**src/rtl/sync_match_pkg.sv**
```systemverilog
package sync_match_pkg;
    localparam int DEF_WIN_W     = 60;
    localparam int DEF_PAD_W     = 12;
    localparam int DEF_THR_W     = 8;
    localparam int DEF_TMO_W     = 8;
    localparam int DEF_TMO_SHIFT = 5;

    // Bit 0 is the newest window position; the literal reads oldest first.
    localparam logic [DEF_WIN_W-1:0] SYNC_TARGET =
        60'b1110_11101100_11101000_10100100_11111001_10010101_10001100_00100101;
endpackage

```
**src/rtl/sync_masked_score.sv**
```systemverilog
module sync_masked_score #(
    parameter int WIN_W   = 60,
    parameter int PAD_W   = 12,
    parameter int SCORE_W = 6,
    parameter logic [WIN_W-1:0] TARGET = '0
) (
    input  logic [WIN_W-1:0]   hist_i,
    output logic [SCORE_W-1:0] score_o
);
    localparam int SCORED_W = WIN_W - PAD_W;

    logic [WIN_W-1:0] agree;

    for (genvar p = 0; p < WIN_W; p++) begin : g_pos
        if (p < SCORED_W) begin : g_scored
            assign agree[p] = ~(hist_i[p] ^ TARGET[p]);
        end else begin : g_pad
            assign agree[p] = 1'b0;
        end
    end

    always_comb begin
        score_o = '0;
        for (int p = 0; p < WIN_W; p++) begin
            score_o = score_o + SCORE_W'(agree[p]);
        end
    end
endmodule

```
**src/rtl/sync_bit_limit.sv**
```systemverilog
module sync_bit_limit #(
    parameter int TMO_W     = 8,
    parameter int TMO_SHIFT = 5,
    parameter int CNT_W     = TMO_W + TMO_SHIFT
) (
    input  logic [CNT_W-1:0] cnt_next_i,
    input  logic [TMO_W-1:0] tmo_i,
    output logic             hit_o
);
    logic [CNT_W-1:0] limit;

    assign limit = {tmo_i, {TMO_SHIFT{1'b0}}};
    assign hit_o = (tmo_i != '0) && (cnt_next_i == limit);
endmodule

```
**src/rtl/dsss_sync_matcher.sv**
```systemverilog
module dsss_sync_matcher
    import sync_match_pkg::*;
#(
    parameter int WIN_W     = DEF_WIN_W,
    parameter int PAD_W     = DEF_PAD_W,
    parameter int THR_W     = DEF_THR_W,
    parameter int TMO_W     = DEF_TMO_W,
    parameter int TMO_SHIFT = DEF_TMO_SHIFT,
    parameter logic [WIN_W-1:0] TARGET = WIN_W'(SYNC_TARGET),
    localparam int SCORE_W  = $clog2(WIN_W - PAD_W + 1)
) (
    input  logic               clk,
    input  logic               rst_n,
    input  logic               start_i,
    input  logic               bit_vld_i,
    input  logic               bit_i,
    input  logic [THR_W-1:0]   thresh_i,
    input  logic [TMO_W-1:0]   tmo_i,
    output logic               match_o,
    output logic               timeout_o,
    output logic [SCORE_W-1:0] score_o
);
    localparam int CNT_W = TMO_W + TMO_SHIFT;
    localparam int CMP_W = THR_W + SCORE_W;

    typedef struct packed {
        logic [WIN_W-1:0]   hist;
        logic [CNT_W-1:0]   cnt;
        logic [SCORE_W-1:0] score;
        logic               active;
        logic               match;
        logic               tmo;
    } srch_state_t;

    srch_state_t st_d, st_q;

    logic [WIN_W-1:0]   hist_shift;
    logic [CNT_W-1:0]   cnt_inc;
    logic [SCORE_W-1:0] score_new;
    logic               limit_hit;

    assign hist_shift = {st_q.hist[WIN_W-2:0], bit_i};
    assign cnt_inc    = st_q.cnt + CNT_W'(1);

    sync_masked_score #(
        .WIN_W  (WIN_W),
        .PAD_W  (PAD_W),
        .SCORE_W(SCORE_W),
        .TARGET (TARGET)
    ) u_score (
        .hist_i (hist_shift),
        .score_o(score_new)
    );

    sync_bit_limit #(
        .TMO_W    (TMO_W),
        .TMO_SHIFT(TMO_SHIFT),
        .CNT_W    (CNT_W)
    ) u_limit (
        .cnt_next_i(cnt_inc),
        .tmo_i     (tmo_i),
        .hit_o     (limit_hit)
    );

    always_comb begin
        st_d       = st_q;
        st_d.match = 1'b0;
        st_d.tmo   = 1'b0;
        if (start_i) begin
            st_d.hist   = '0;
            st_d.cnt    = '0;
            st_d.score  = '0;
            st_d.active = 1'b1;
        end else if (st_q.active && bit_vld_i) begin
            st_d.hist  = hist_shift;
            st_d.cnt   = cnt_inc;
            st_d.score = score_new;
            if (CMP_W'(score_new) >= CMP_W'(thresh_i)) begin
                st_d.match  = 1'b1;
                st_d.active = 1'b0;
            end else if (limit_hit) begin
                st_d.tmo    = 1'b1;
                st_d.active = 1'b0;
            end
        end
    end

    always_ff @(posedge clk or negedge rst_n) begin
        if (!rst_n) begin
            st_q <= '0;
        end else begin
            st_q <= st_d;
        end
    end

    assign match_o   = st_q.match;
    assign timeout_o = st_q.tmo;
    assign score_o   = st_q.score;
endmodule

```
**config.mk**
```make
export PLATFORM = sky130hd
export DESIGN_NAME = dsss_sync_matcher
export DESIGN_NICKNAME = d
export VERILOG_FILES = /design/src/rtl/sync_match_pkg.sv /design/src/rtl/sync_masked_score.sv /design/src/rtl/sync_bit_limit.sv /design/src/rtl/dsss_sync_matcher.sv
export SDC_FILE = /design/constraint.sdc
export NUM_CORES = 1
export LEC_CHECK = 0
export ABC_AREA = 1
export BUFFER_PORTS_ARGS = -buffer_cell sky130_fd_sc_hd__buf_4
export CAP_MARGIN = 25
export CELL_PAD_IN_SITES_DETAIL_PLACEMENT = 0
export CELL_PAD_IN_SITES_GLOBAL_PLACEMENT = 1
export CORE_MARGIN = 1.5
export CORE_UTILIZATION = 45
export CTS_BUF_LIST = sky130_fd_sc_hd__clkbuf_16
export DETAILED_ROUTE_END_ITERATION = 7
export GPL_ROUTABILITY_DRIVEN = 0
export PLACE_DENSITY_LB_ADDON = 0.1
export SYNTH_ARGS = -nofsm -noshare
export SYNTH_HDL_FRONTEND = slang
export SYNTH_SLANG_ARGS = --single-unit
```
**constraint.sdc**
```tcl
create_clock -name clk -period 14.2 [get_ports clk]
set_clock_uncertainty 0.05 [all_clocks]
set_input_delay 1.42 -clock clk [delete_from_list [all_inputs] [get_ports clk]]
set_output_delay 1.42 -clock clk [all_outputs]
set_load 0.005 [all_outputs]
```
-- Word-level counts from Yosys, hierarchy flattened
Cells that the tools add are included.
- $add $sub $neg: 48
- bitwise logic cells: 25
- reductions and logical operators: 6
- order comparisons: 1
- eq/ne operators: 1
- muxes and demuxes: 8
- operator list (cell ; count):
    adder 6 x 1 -> 6 bit ; 45
    two-way mux 69 bit ; 1
    two-way mux 67 bit ; 1
    NOT 1 bit ; 25
    adder 13 x 1 -> 13 bit, second input constant ; 1
    equality test 13 bit ; 1
    >= comparator 6 x 8 -> 1 bit ; 1
    nonzero test 8 bit ; 1
    two-way mux 1 bit ; 5
    adder 2 x 1 -> 3 bit ; 1
    nonzero test 3 bit ; 1
    adder 1 x 1 -> 2 bit ; 1
    logical AND 1 bit ; 2
    two-way mux 2 bit ; 1
    AND reduction 2 bit ; 1
    nonzero test 2 bit ; 1
- logic and storage cells: 95
- output and inout port bits: 8
- register bits after elaboration: 69

-- Logic depth before layout (Yosys ltp)
Gate-level depths: netlist of the first run.
- depth in word-level cells: 52
- gate-level depth with buffers: 29
- gate-level depth less buffers: 29

-- Hierarchy
From an unflattened synthesis of the first run, not the netlist that was laid out.
- cell total of the unflattened synthesis: 555
- area, all modules: 4968.5 sq um
- modules (own cells, without submodules) (module ; times used ; area each (sq um) ; cells each):
    dsss_sync_matcher ; 1 ; 3484.6 ; 364
    sync_masked_score ; 1 ; 1283.7 ; 145
    sync_bit_limit ; 1 ; 200.2 ; 46

-- Worst setup path after synthesis of the first run
OpenSTA, ideal clock, no wires.
- path type: input-to-reg
- start point: input bit_i
- end point: register st_q[2] in the netlist's numbering
- slack: 6.795 ns
- data required time: 14.035 ns
- setup time: 0.115 ns
- arrival: 7.241 ns
- path buffers: 0
- stages on the path: 27
- path through: inv_1 > fa_1 > fa_1 > inv_1 > fa_1 > fa_1 > fa_1 > fa_1 > fa_1 > inv_1 > fa_1 > inv_1 > ha_1 > a21oi_1 > inv_1 > a31oi_1 > o21ai_0 > a21oi_1 > inv_1 > ha_1 > nand2_1 > nor2_1 > nand4_1 > o211ai_1 > nand2_1 > inv_1 > nor2_1
- word-level cells in the longest chain between the ends: 51
- ends and longest elaborated chain (what ; line ; source):
    from (decl) ; dsss_sync_matcher.sv:16 ; input logic bit_i,
    adder 1 x 1 -> 2 bit * ; sync_masked_score.sv:25 ; score_o = score_o + SCORE_W'(agree[p]);
    adder 2 x 1 -> 3 bit * ; sync_masked_score.sv:25 ;
    adder 6 x 1 -> 6 bit * (45 in a row) ; sync_masked_score.sv:25 ;
    >= comparator 6 x 8 -> 1 bit * ; dsss_sync_matcher.sv:78 ; if (CMP_W'(score_new) >= CMP_W'(thresh_i)) begin
    two-way mux 1 bit ; dsss_sync_matcher.sv:78 ;
    two-way mux 69 bit ; dsss_sync_matcher.sv:74 ; end else if (st_q.active && bit_vld_i) begin
    two-way mux 67 bit ; dsss_sync_matcher.sv:69 ; if (start_i) begin
    to (signal assigned) ; dsss_sync_matcher.sv:92 ; st_q <= st_d;
    to (decl) ; dsss_sync_matcher.sv:35 ; srch_state_t st_d, st_q;
Mark *: on every way between the ends. The rest lies on a longest branch, timed or not. The select of a mux whose other input is x is not followed.
A chain may end at the register's enable or synchronous reset.

-- Final worst setup path of the first run
Same ends and word-level chain as after synthesis.

==> results of run 1 <==
-- critical path, stage by stage --
cell and delay [ns]:
buf_4 0.07, inv_1 0.05, fa_1 0.49, fa_1 0.49, inv_1 0.06, fa_1 0.41
fa_1 0.49, fa_1 0.46, fa_1 0.49, fa_1 0.54, inv_1 0.05, fa_1 0.52
inv_1 0.04, ha_1 0.34, a21oi_1 0.16, inv_1 0.05, a31oi_1 0.22, o21ai_0 0.12
a21oi_1 0.16, inv_1 0.06, ha_1 0.29, nand2_1 0.06, nor2_1 0.13, nand4_1 0.10
o211ai_1 0.13, nand2_1 0.07, inv_1 0.07, nor2_1 0.05
-- routing by layer --
layer	vias to the layer above	part of all wire, %
li1	1540	-
met1	1501	45
met2	32	51
met3	9	2.6
met4	0	1.3
met5	-	0
-- path summary, 6_finish.rpt --
kind / slack, ns / end / depth (start not counted)
max in group asynchronous: 12.36 / score_o[3]$_DFFE_PN0P_ / 1
setup / recovery: 6.77 / st_q[2]$_DFFE_PN0P_ / 28
setup reg to reg: 7.56 / st_q[2]$_DFFE_PN0P_ / 27
min in group asynchronous: 1.15 / st_q[19]$_DFFE_PN0P_ / 1
hold reg to reg: 0.47 / score_o[1]$_DFFE_PN0P_ / 2
hold / removal: 0.47 / score_o[1]$_DFFE_PN0P_ / 2
-- cells in the mapped netlist, drive strengths merged (2+ instances only) --
library cell	count	area, um^2
a21oi	6	30.03
buf	11	70.06
clkbuf	7	26.28
dfrtp	69	1727
fa	39	780.8
ha	17	212.7
inv	124	465.5
nand2	65	249.0
nand3	31	155.2
nand3b	4	30.03
nand4	3	18.77
nor2	20	95.09
o21ai	14	70.07
o22ai	54	337.8
or2	2	12.51
xor2	3	26.28
-- placed cells by master, fill, tap and decap left out --
cell	count
inv_1	125
dfrtp_1	69
nand2_1	62
o22ai_1	54
fa_1	39
nand3_1	30
buf_4	29
ha_1	17
nor2_1	16
o21ai_0	14
clkbuf_16	9
a21oi_1	6
nand3b_1	4
xor2_1	3
nand4_1	3
nand2_2	3
or2_2	2
nor2_2	2
nor2_4	2
clkinv_1	2
bufinv_16	2
a31oi_1	1
xnor2_1	1
o211ai_1	1
xnor3_1	1
nand3_2	1
nor3_2	1
clkinv_2	1
clkinvlp_4	1
buf_12	1
-- area by class of cell --
cell class	instances	area share, %
flip-flops and latches	69	34.66
repair buffers	30	4.773
multi-input cells	263	41.77
well taps	129	3.240
clock inverters	6	1.608
clock buffers	9	4.521
inverters	125	9.420
-- through the flow --
step | std cells | util (%) | total power [W]
3_3_place_gp | 615 | 49.91 | 0.0004444
5_1_grt | 631 | 53.40 | 0.0007340
6_report | 631 | 53.40 | 0.0006754
2_1_floorplan | 475 | - | 0.0003933
4_1_cts | 631 | 53.40 | 0.0006860
3_5_place_dp | 616 | 50.13 | 0.0004497
-- power groups by stage --
stage | Combinational [W] | Clock, W | Sequential [W]
floorplan | 0.000180 | 0 | 0.000213
global placement | 0.000230 | 0 | 0.000214
detailed placement | 0.000235 | 0 | 0.000215
CTS | 0.000236 | 0.000238 | 0.000211
finish | 0.000231 | 0.000233 | 0.000211
global route | 0.000274 | 0.000247 | 0.000212
-- sequential cells by signal, indices dropped and copies added, names as in the netlist --
| name | count |
|---|---|
| timeout_o | 1 |
| match_o | 1 |
| hist_shift | 47 |
| st_q | 14 |
| score_o | 6 |
-- logic make-up (layout without fill, tap and decap cells) --
logic type               count (synthesis)  after routing  share of synthesized area (%)
adder cells (fa/ha/maj)                 56             56                          22.76
AND/OR/NAND/NOR                        126            126                          13.07
XOR/XNOR                                 5              5                          1.319
AO/OA/AOI/OAI                           76             76                          10.35
buffers and inverters                  143            170                          12.95
flip-flops                              69             69                          39.55
==> results by group, run 1 <==
Power
  – Net switching power: 0.0002233 W
  – Total power per unit cell area: 135.6 nW/um^2
  – Peak supply drop: slightly below 0.00006 V
  – Sequential share of power: approximately 31%
  – Clock network power share: 34.6%
  – Switching power share of the total: 33.06%
  – Static Leakage: 2.414 nW
  – Total internal power: 0.0004521 W
  – Combinational fraction of design power: 34.2%

Global route
  – Met2 demand-to-capacity share in global routing: 34.64%
  – Met1 Usage GRT: roughly a quarter
  – Number of antenna violations at the first check in global routing: 0
  – GRT Overall Usage: 20.37%
  – Met3 Resource Use GR: 4.348%
  – Wire length of the first global-routing pass: 15670 um
  – Busiest grt layer: met2
  – Overflow left after global routing: 0
  – Number of global-route vias before repair: approximately 3200
  – Maximum number of pins on one net before global-route repair: 70

Routing
  – Count of TritonRoute iterations in the first routing pass: 4
  – Average routed wire per standard cell: 14.20 um
  – # DRC: 0
  – Routed vias: 3082
  – Number of violations reported at the end of detailed-routing iteration 0: between 100 and 150
  – ANT nets after route: 0
  – Total length of routed wires: between 8000 and 9000 um
  – Via-per-instance ratio: roughly 4.9

Placed design
  – Setup slack at placement: 6.412 ns
  – Number of input and output port buffers inserted: 28
  – Post-DP HPWL: 6682 um
  – Instance area after placement: between 4000 and 5000 um^2

Yosys
  – Avg Synthesized Cell Area: approximately 9 um^2
  – Post-Syn Instances: 475
  – Number of enable-type register cells in the synthesized netlist: 0
  – Unique cell type count in the Yosys netlist: 26
  – Netlist area before placement: 4365 um^2
  – Fraction of registers with async set/reset: 100.0%
  – Sequential cell area fraction in the yosys report: 39.55%
  – Synthesized netlist net count: 552
  – Number of synthesis warnings: 0
  – #FFs+latches synth: 69
  – Main flop type after synthesis: dfrtp_1

Clocking
  – Clock tree root buffer cell: clkbuf_16
  – Hold Buf Count CTS: 0
  – Post-CTS setup buffer count: 0
  – Clock net sink count: 69
  – CTS resizes: 0
  – Clock Path Buffers: 2
  – Clock buffers created by TritonCTS: 9
  – TritonCTS clock tree: done
  – Worst-skew pair later-pin latency: 0.33 ns
  – H-tree depth: 3
  – Worst-path clk slew: 0.05 ns

Final layout
  – Multi-input gate area: 2081 um^2
  – Antenna diode instance count: 0
  – Area of all placed cells without fillers: roughly 5000 um^2
  – Post-layout net count: 575
  – Fraction of final layout cells sized beyond drive strength 1: 10.76%
  – Count of fill cells added during filler insertion: 876
  – Sequential Area: 1727 um^2
  – Area Growth Syn to Fin: 14.10%

Timing
  – Worst hold margin: ~0.47 ns
  – Unrepaired setup endpoints after global routing: false
  – TNS Setup: 0 ns
  – Min Clock Period, post-route: 7.433 ns
  – Share of the clock period used by the worst path after layout: ~52%
  – Number of hold-slack violations in the final timing report: 0
  – Actual transition at the worst max-transition pin: 0.8886 ns
  – Number of slew-limit violations in the final report: 0
  – Achievable clock frequency: 134.5 MHz
  – Worst max-slew margin expressed relative to the limit: between 40 and 50%
  – Min setup slack post-route: 6.767 ns
  – Count of final setup violators: 0

Worst setup path
  – Start point of the critical path: bit_i
  – Crit start category: primary input
  – CP endpoint kind: register
  – Category of the critical setup timing path: primary input to register
  – Crit Path Max Fanout: 4
  – Reg-to-reg startpoint: hist_shift[2]$_DFFE_PN0P_
  – Data arrival time of the worst path: between 7 and 8 ns
  – Critical path data required time: 14.37 ns

Floorplanning
  – Core region area: slightly above 9000 um^2
  – Starting utilization of the core area: 46.80%
  – Floorplan die area: 10300 um^2
  – Number of ports placed on the die boundary: 29
  – DIE WIDTH: 101.5 um
  – Row count: 35
  – Die height: 101.5 um

Hold path
  – Class of the tightest hold or removal check: register to register
  – Worst Min Path Start: score_o[1]$_DFFE_PN0P_

Flow run
  – Max-cap viol count: 0

Run status
  – Status: finished clean
Power figures use the tool's default switching activity.
==> run 2, diff against run 1 <==
==> constraint.sdc (replaced) <==
create_clock -name clk -period 7.5 [get_ports clk]
set_clock_uncertainty 0.05 [all_clocks]
set_input_delay 0.75 -clock clk [delete_from_list [all_inputs] [get_ports clk]]
set_output_delay 0.75 -clock clk [all_outputs]
set_load 0.005 [all_outputs]
==> results by group, run 2 (synthesized netlist as in run 1, its figures left out) <==
Timing
  – Worst max-slew margin expressed relative to the limit: 40.78%
  – Count of final setup violators: 0
  – Min Clock Period, post-route: 6.808 ns
  – Achievable clock frequency: 146.9 MHz
  – Number of slew-limit violations in the final report: 0
  – Actual transition at the worst max-transition pin: around 0.89 ns
  – Unrepaired setup endpoints after global routing: false
  – TNS Setup: 0 ns
  – Number of hold-slack violations in the final timing report: 0
  – Share of the clock period used by the worst path after layout: 90.78%

Final layout
  – Most frequent standard cell in the layout excluding fill and tap cells: inv_1
  – Top library cells by usage in the layout, fill and taps aside: inv_1 (125), dfrtp_1 (69), nand2_1 (62)
  – Area Growth Syn to Fin: 13.79%
  – Area of all placed cells without fillers: 4967 um^2
  – Antenna diode instance count: 0
  – Fraction of final layout cells sized beyond drive strength 1: 10.93%
  – Post-Route Utilization: 53.25%
  – Count of fill cells added during filler insertion: 861
  – Number of flip-flops under the largest register name: 47
  – Post-layout net count: 575

Clocking
  – Worst-skew pair later-pin latency: 0.33 ns
  – Clock Path Buffers: 2
  – Worst-path clk slew: 0.06 ns
  – Clock tree root buffer cell: clkbuf_16
  – Post-CTS setup buffer count: 0
  – H-tree depth: 3
  – CTS resizes: 0
  – TritonCTS clock tree: done
  – Clock net sink count: 69
  – Clock buffers created by TritonCTS: 9
  – Hold Buf Count CTS: 0

Power
  – Peak supply drop: 0.0001494 V
  – Static Leakage: 2.405 nW
  – Total power per unit cell area: approximately 250 nW/um^2

Global route
  – GRT Overall Usage: 20.49%
  – Maximum number of pins on one net before global-route repair: 70
  – Number of global-route vias before repair: 3248
  – Number of antenna violations at the first check in global routing: 0
  – Wire length of the first global-routing pass: ~16000 um
  – Overflow left after global routing: 0

Floorplanning
  – Row count: 35
  – Core region area: 9328 um^2
  – Floorplan die area: between 10000 and 15000 um^2
  – Starting utilization of the core area: 46.80%
  – DIE WIDTH: around 100 um
  – Number of ports placed on the die boundary: 29
  – Die height: approximately 100 um

Routing
  – Routed vias: a little over 3000
  – Count of TritonRoute iterations in the first routing pass: 4
  – Number of violations reported at the end of detailed-routing iteration 0: 130
  – Total length of routed wires: 9073 um
  – # DRC: 0
  – Average routed wire per standard cell: 14.36 um
  – ANT nets after route: 0
  – Via-per-instance ratio: 4.867

Worst setup path
  – Category of the critical setup timing path: primary input to register
  – Data arrival time of the worst path: 6.98 ns
  – Critical path data required time: ~7.7 ns
  – Crit-path most repeated cell: fa_1
  – Cell type of the slowest stage on the worst timing path: fa_1
  – CP endpoint kind: register
  – Maximum cell stage delay along the critical path: 0.52 ns
  – Setup slack on the worst flop-to-flop path: between 0.8 and 0.9 ns
  – Worst R2R End: st_q[2]$_DFFE_PN0P_
  – Buffers and inverters on the worst path: 8
  – Crit Path Max Fanout: 4
  – Gate family responsible for the most delay along the worst path: adder cells
  – Length in cells of the worst reg-to-reg path: 27
  – Crit start category: primary input
  – Reg-to-reg startpoint: hist_shift[2]$_DFFE_PN0P_

Placed design
  – Number of input and output port buffers inserted: 28
  – Instance area after placement: 4676 um^2
  – Post-DP HPWL: 6710 um

Run status
  – Status: finished clean

Hold path
  – Class of the tightest hold or removal check: primary input to asynchronous set/reset pin

Flow run
  – Max-cap viol count: 0
-- run 2: changes by cell type in the layout (fill, tap and decap cells not counted) --
cell,before,now
bufinv_16,2,1
clkinvlp_4,1,2
inv_6,0,1
-- run 2: stage by stage --
| step | setup slack (ns) | hold WS (ns) | power, W | instances |
|---|---|---|---|---|
| 2_1_floorplan | 0.7646 | 0.4044 | 0.0007446 | 475 |
| 3_3_place_gp | 0.4440 | 0.4483 | 0.0008414 | 615 |
| 4_1_cts | 0.6737 | 0.4707 | 0.001277 | 632 |
| 5_1_grt | 0.2191 | 0.4963 | 0.001368 | 632 |
| 6_report | 0.6919 | 0.4598 | 0.001256 | 632 |
| 3_5_place_dp | 0.3435 | 0.4532 | 0.0008495 | 616 |
-- run 2: how the worst max path moves through the flow --
stage / endpoint / slack, ns / cells past startpoint / start
after global placement: st_q[2]$_DFFE_PN0P_ / 0.44 / 27 / bit_i
after floorplan: st_q[2]$_DFFE_PN0P_ / 0.76 / 27 / bit_i
after CTS: st_q[2]$_DFFE_PN0P_ / 0.67 / 28 / bit_i
after detailed placement: st_q[2]$_DFFE_PN0P_ / 0.34 / 28 / bit_i
final: st_q[2]$_DFFE_PN0P_ / 0.69 / 28 / bit_i
after global routing: st_q[2]$_DFFE_PN0P_ / 0.22 / 28 / bit_i
-- run 2: power by group --
| group | switching [W] | total, W | leakage [nW] | internal, W |
|---|---|---|---|---|
| combinational | 0.000258 | 0.000437 | 1.31 | 0.000179 |
| clock | 0.000164 | 0.000419 | 0.141 | 0.000256 |
| sequential | 0.0000102 | 0.000400 | 0.953 | 0.000389 |
| total | 0.000432 | 0.00126 | 2.40 | 0.000824 |
-- run 2: per-layer routing --
metal  up-vias  wire length (um)  track usage, %
met4         0               108           5.342
li1       1534                 -               -
met5         -                 0               0
met1      1494              4043           25.30
met3         6               260           4.555
met2        42              4661           36.50
-- run 2: final cells by class --
cell class | instances | area (um^2) | share of cell area (%)
multi-input combinational | 263 | 2081 | 41.89
inverter | 125 | 469.2 | 9.446
timing repair buffer | 30 | 237.7 | 4.786
clock buffer | 9 | 225.2 | 4.534
tap | 129 | 161.4 | 3.249
clock inverter | 7 | 66.31 | 1.335
sequential | 69 | 1727 | 34.76
==> run 3, diff against run 2 <==
--- a/config.mk
+++ b/config.mk
@@ -6,7 +6,6 @@
 export NUM_CORES = 1
 export LEC_CHECK = 0
 export ABC_AREA = 1
-export BUFFER_PORTS_ARGS = -buffer_cell sky130_fd_sc_hd__buf_4
 export CAP_MARGIN = 25
 export CELL_PAD_IN_SITES_DETAIL_PLACEMENT = 0
 export CELL_PAD_IN_SITES_GLOBAL_PLACEMENT = 1
@@ -14,6 +13,7 @@
 export CORE_UTILIZATION = 45
 export CTS_BUF_LIST = sky130_fd_sc_hd__clkbuf_16
 export DETAILED_ROUTE_END_ITERATION = 7
+export DONT_BUFFER_PORTS = 1
 export GPL_ROUTABILITY_DRIVEN = 0
 export PLACE_DENSITY_LB_ADDON = 0.1
 export SYNTH_ARGS = -nofsm -noshare
==> results by group, run 3 (synthesized netlist as in run 1, its figures left out) <==
Run status
  – Status: finished clean

Worst setup path
  – Crit Path Max Fanout: 4
  – Critical path data required time: 7.67 ns
  – Maximum cell stage delay along the critical path: 0.54 ns
  – Category of the critical setup timing path: primary input to register
  – Reg-to-reg startpoint: hist_shift[2]$_DFFE_PN0P_
  – Data arrival time of the worst path: approximately 6.9 ns
  – Start point of the critical path: bit_i
  – CP endpoint kind: register
  – Buffers and inverters on the worst path: 7
  – Crit start category: primary input
  – Cell type of the slowest stage on the worst timing path: fa_1
  – Crit-path most repeated cell: fa_1
  – Gate family responsible for the most delay along the worst path: adder cells

Timing
  – TNS Setup: 0 ns
  – Unrepaired setup endpoints after global routing: false
  – Share of the clock period used by the worst path after layout: 89.66%
  – Worst max-slew margin expressed relative to the limit: 55.17%
  – Number of hold-slack violations in the final timing report: 0
  – Worst hold margin: about 0.067 ns
  – Actual transition at the worst max-transition pin: just under 0.7 ns
  – Count of final setup violators: 0
  – Min Clock Period, post-route: 6.725 ns
  – Achievable clock frequency: 148.7 MHz
  – Number of slew-limit violations in the final report: 0

Floorplanning
  – Number of ports placed on the die boundary: 29
  – Die height: 101.5 um
  – Starting utilization of the core area: 46.80%
  – DIE WIDTH: 101.5 um
  – Core region area: 9328 um^2
  – Floorplan die area: 10300 um^2
  – Row count: 35

Global route
  – Number of global-route vias before repair: 3128
  – Overflow left after global routing: 0
  – Number of antenna violations at the first check in global routing: 0
  – GRT Overall Usage: 19.92%
  – Maximum number of pins on one net before global-route repair: 70
  – Wire length of the first global-routing pass: 15280 um

Power
  – Clock network power share: 32.0%
  – Static Leakage: 2.248 nW
  – Total power per unit cell area: 250.9 nW/um^2
  – Total internal power: about 0.00077 W
  – Net switching power: 0.0004146 W
  – Peak supply drop: 0.0001077 V
  – Sequential share of power: 34.0%
  – Switching power share of the total: 35.01%
  – Combinational fraction of design power: 34.0%

Clocking
  – CTS resizes: 0
  – Clock buffers created by TritonCTS: 9
  – Worst-path clk slew: 0.06 ns
  – Worst-skew pair later-pin latency: approximately 0.32 ns
  – Clock Path Buffers: 2
  – TritonCTS clock tree: done
  – Clock net sink count: 69
  – Clock tree root buffer cell: clkbuf_16
  – Hold Buf Count CTS: 0
  – Post-CTS setup buffer count: 0
  – H-tree depth: 3

Final layout
  – Area Growth Syn to Fin: 8.140%
  – Multi-input gate area: around 2100 um^2
  – Top library cells by usage in the layout, fill and taps aside: inv_1 (124), dfrtp_1 (69), nand2_1 (62)
  – Number of flip-flops under the largest register name: 47
  – Fraction of final layout cells sized beyond drive strength 1: 5.895%
  – Post-layout net count: 547
  – Sequential Area: 1727 um^2
  – Most frequent standard cell in the layout excluding fill and tap cells: inv_1
  – Count of fill cells added during filler insertion: around 900
  – Antenna diode instance count: 0

Routing
  – ANT nets after route: 0
  – Via-per-instance ratio: 4.992
  – # DRC: 0
  – Met3 routed WL: between 200 and 250 um
  – Met1 wire length: 3935 um
  – Number of violations reported at the end of detailed-routing iteration 0: 95
  – Count of TritonRoute iterations in the first routing pass: 4
  – Average routed wire per standard cell: ~14 um
  – Met2 layer wire length in the routed design: approximately 4500 um
  – Highest layer used for signal routing: met4
  – Total length of routed wires: 8754 um
  – Routed vias: approximately 3000

Placed design
  – Post-DP HPWL: roughly 6400 um
  – Number of input and output port buffers inserted: 0

Hold path
  – Class of the tightest hold or removal check: primary input to asynchronous set/reset pin

Flow run
  – Max-cap viol count: 0
-- run 3: worst paths after layout --
check | slack, ns | to | depth (start not counted)
min reg2reg | 0.49 | score_o[2]$_DFFE_PN0P_ | 2
min | 0.07 | st_q[21]$_DFFE_PN0P_ | 0
max | 0.78 | st_q[2]$_DFFE_PN0P_ | 27
max in group asynchronous | 7.21 | hist_shift[6]$_DFFE_PN0P_ | 0
min in group clk | 0.49 | score_o[2]$_DFFE_PN0P_ | 2
max reg2reg | 0.83 | st_q[2]$_DFFE_PN0P_ | 27
-- run 3: worst register-to-register path, stage by stage, from the launching register on --
cell      delay (ns)
dfrtp_1         0.36
inv_1           0.11
fa_1            0.45
fa_1            0.49
inv_1           0.05
fa_1            0.41
fa_1            0.50
fa_1            0.45
fa_1            0.49
fa_1            0.54
inv_1           0.05
fa_1            0.52
inv_1           0.04
ha_1            0.33
a21oi_1         0.16
inv_1           0.05
a31oi_1         0.21
o21ai_0         0.11
a21oi_1         0.18
inv_1           0.07
ha_1            0.30
nand2_1         0.05
nor2_1          0.15
nand4_1         0.10
o211ai_1        0.15
nand2_1         0.08
inv_1           0.07
nor2_1          0.04
-- run 3: power groups by stage --
stage               logic (W)  registers (W)  clock network (W)
floorplan            0.000340       0.000404                  0
detailed placement   0.000409       0.000409                  0
CTS                  0.000412       0.000403           0.000391
finish               0.000403       0.000403           0.000379
global placement     0.000406       0.000409                  0
global route         0.000484       0.000405           0.000409
-- run 3: layout make-up --
cell class	count	area share [%]
flip-flops and latches	69	36.58
repair buffers	2	0.3180
clock inverters	7	0.9011
multi-input cells	263	44.08
clock buffers	9	4.771
inverters	125	9.939
well taps	129	3.419
-- run 3: per-stage QoR --
step                      total power, W  utilization [%]  instance area, um^2  cells  setup slack, ns
after floorplan                0.0007446                -                 4365    475           0.7646
after global placement         0.0008151            47.74                 4453    588           0.5215
after detailed placement       0.0008182            47.74                 4453    588           0.4326
after CTS                       0.001206            50.61                 4721    604           0.7669
after global routing            0.001298            50.61                 4721    604           0.3400
final                           0.001184            50.61                 4721    604           0.7753
-- run 3: routing by layer --
| metal | up-vias | global-route usage, % |
|---|---|---|
| li1 | 1482 | - |
| met1 | 1488 | 25.52 |
| met2 | 39 | 34.74 |
| met3 | 6 | 3.313 |
| met4 | 0 | 6.197 |
| met5 | - | 0 |
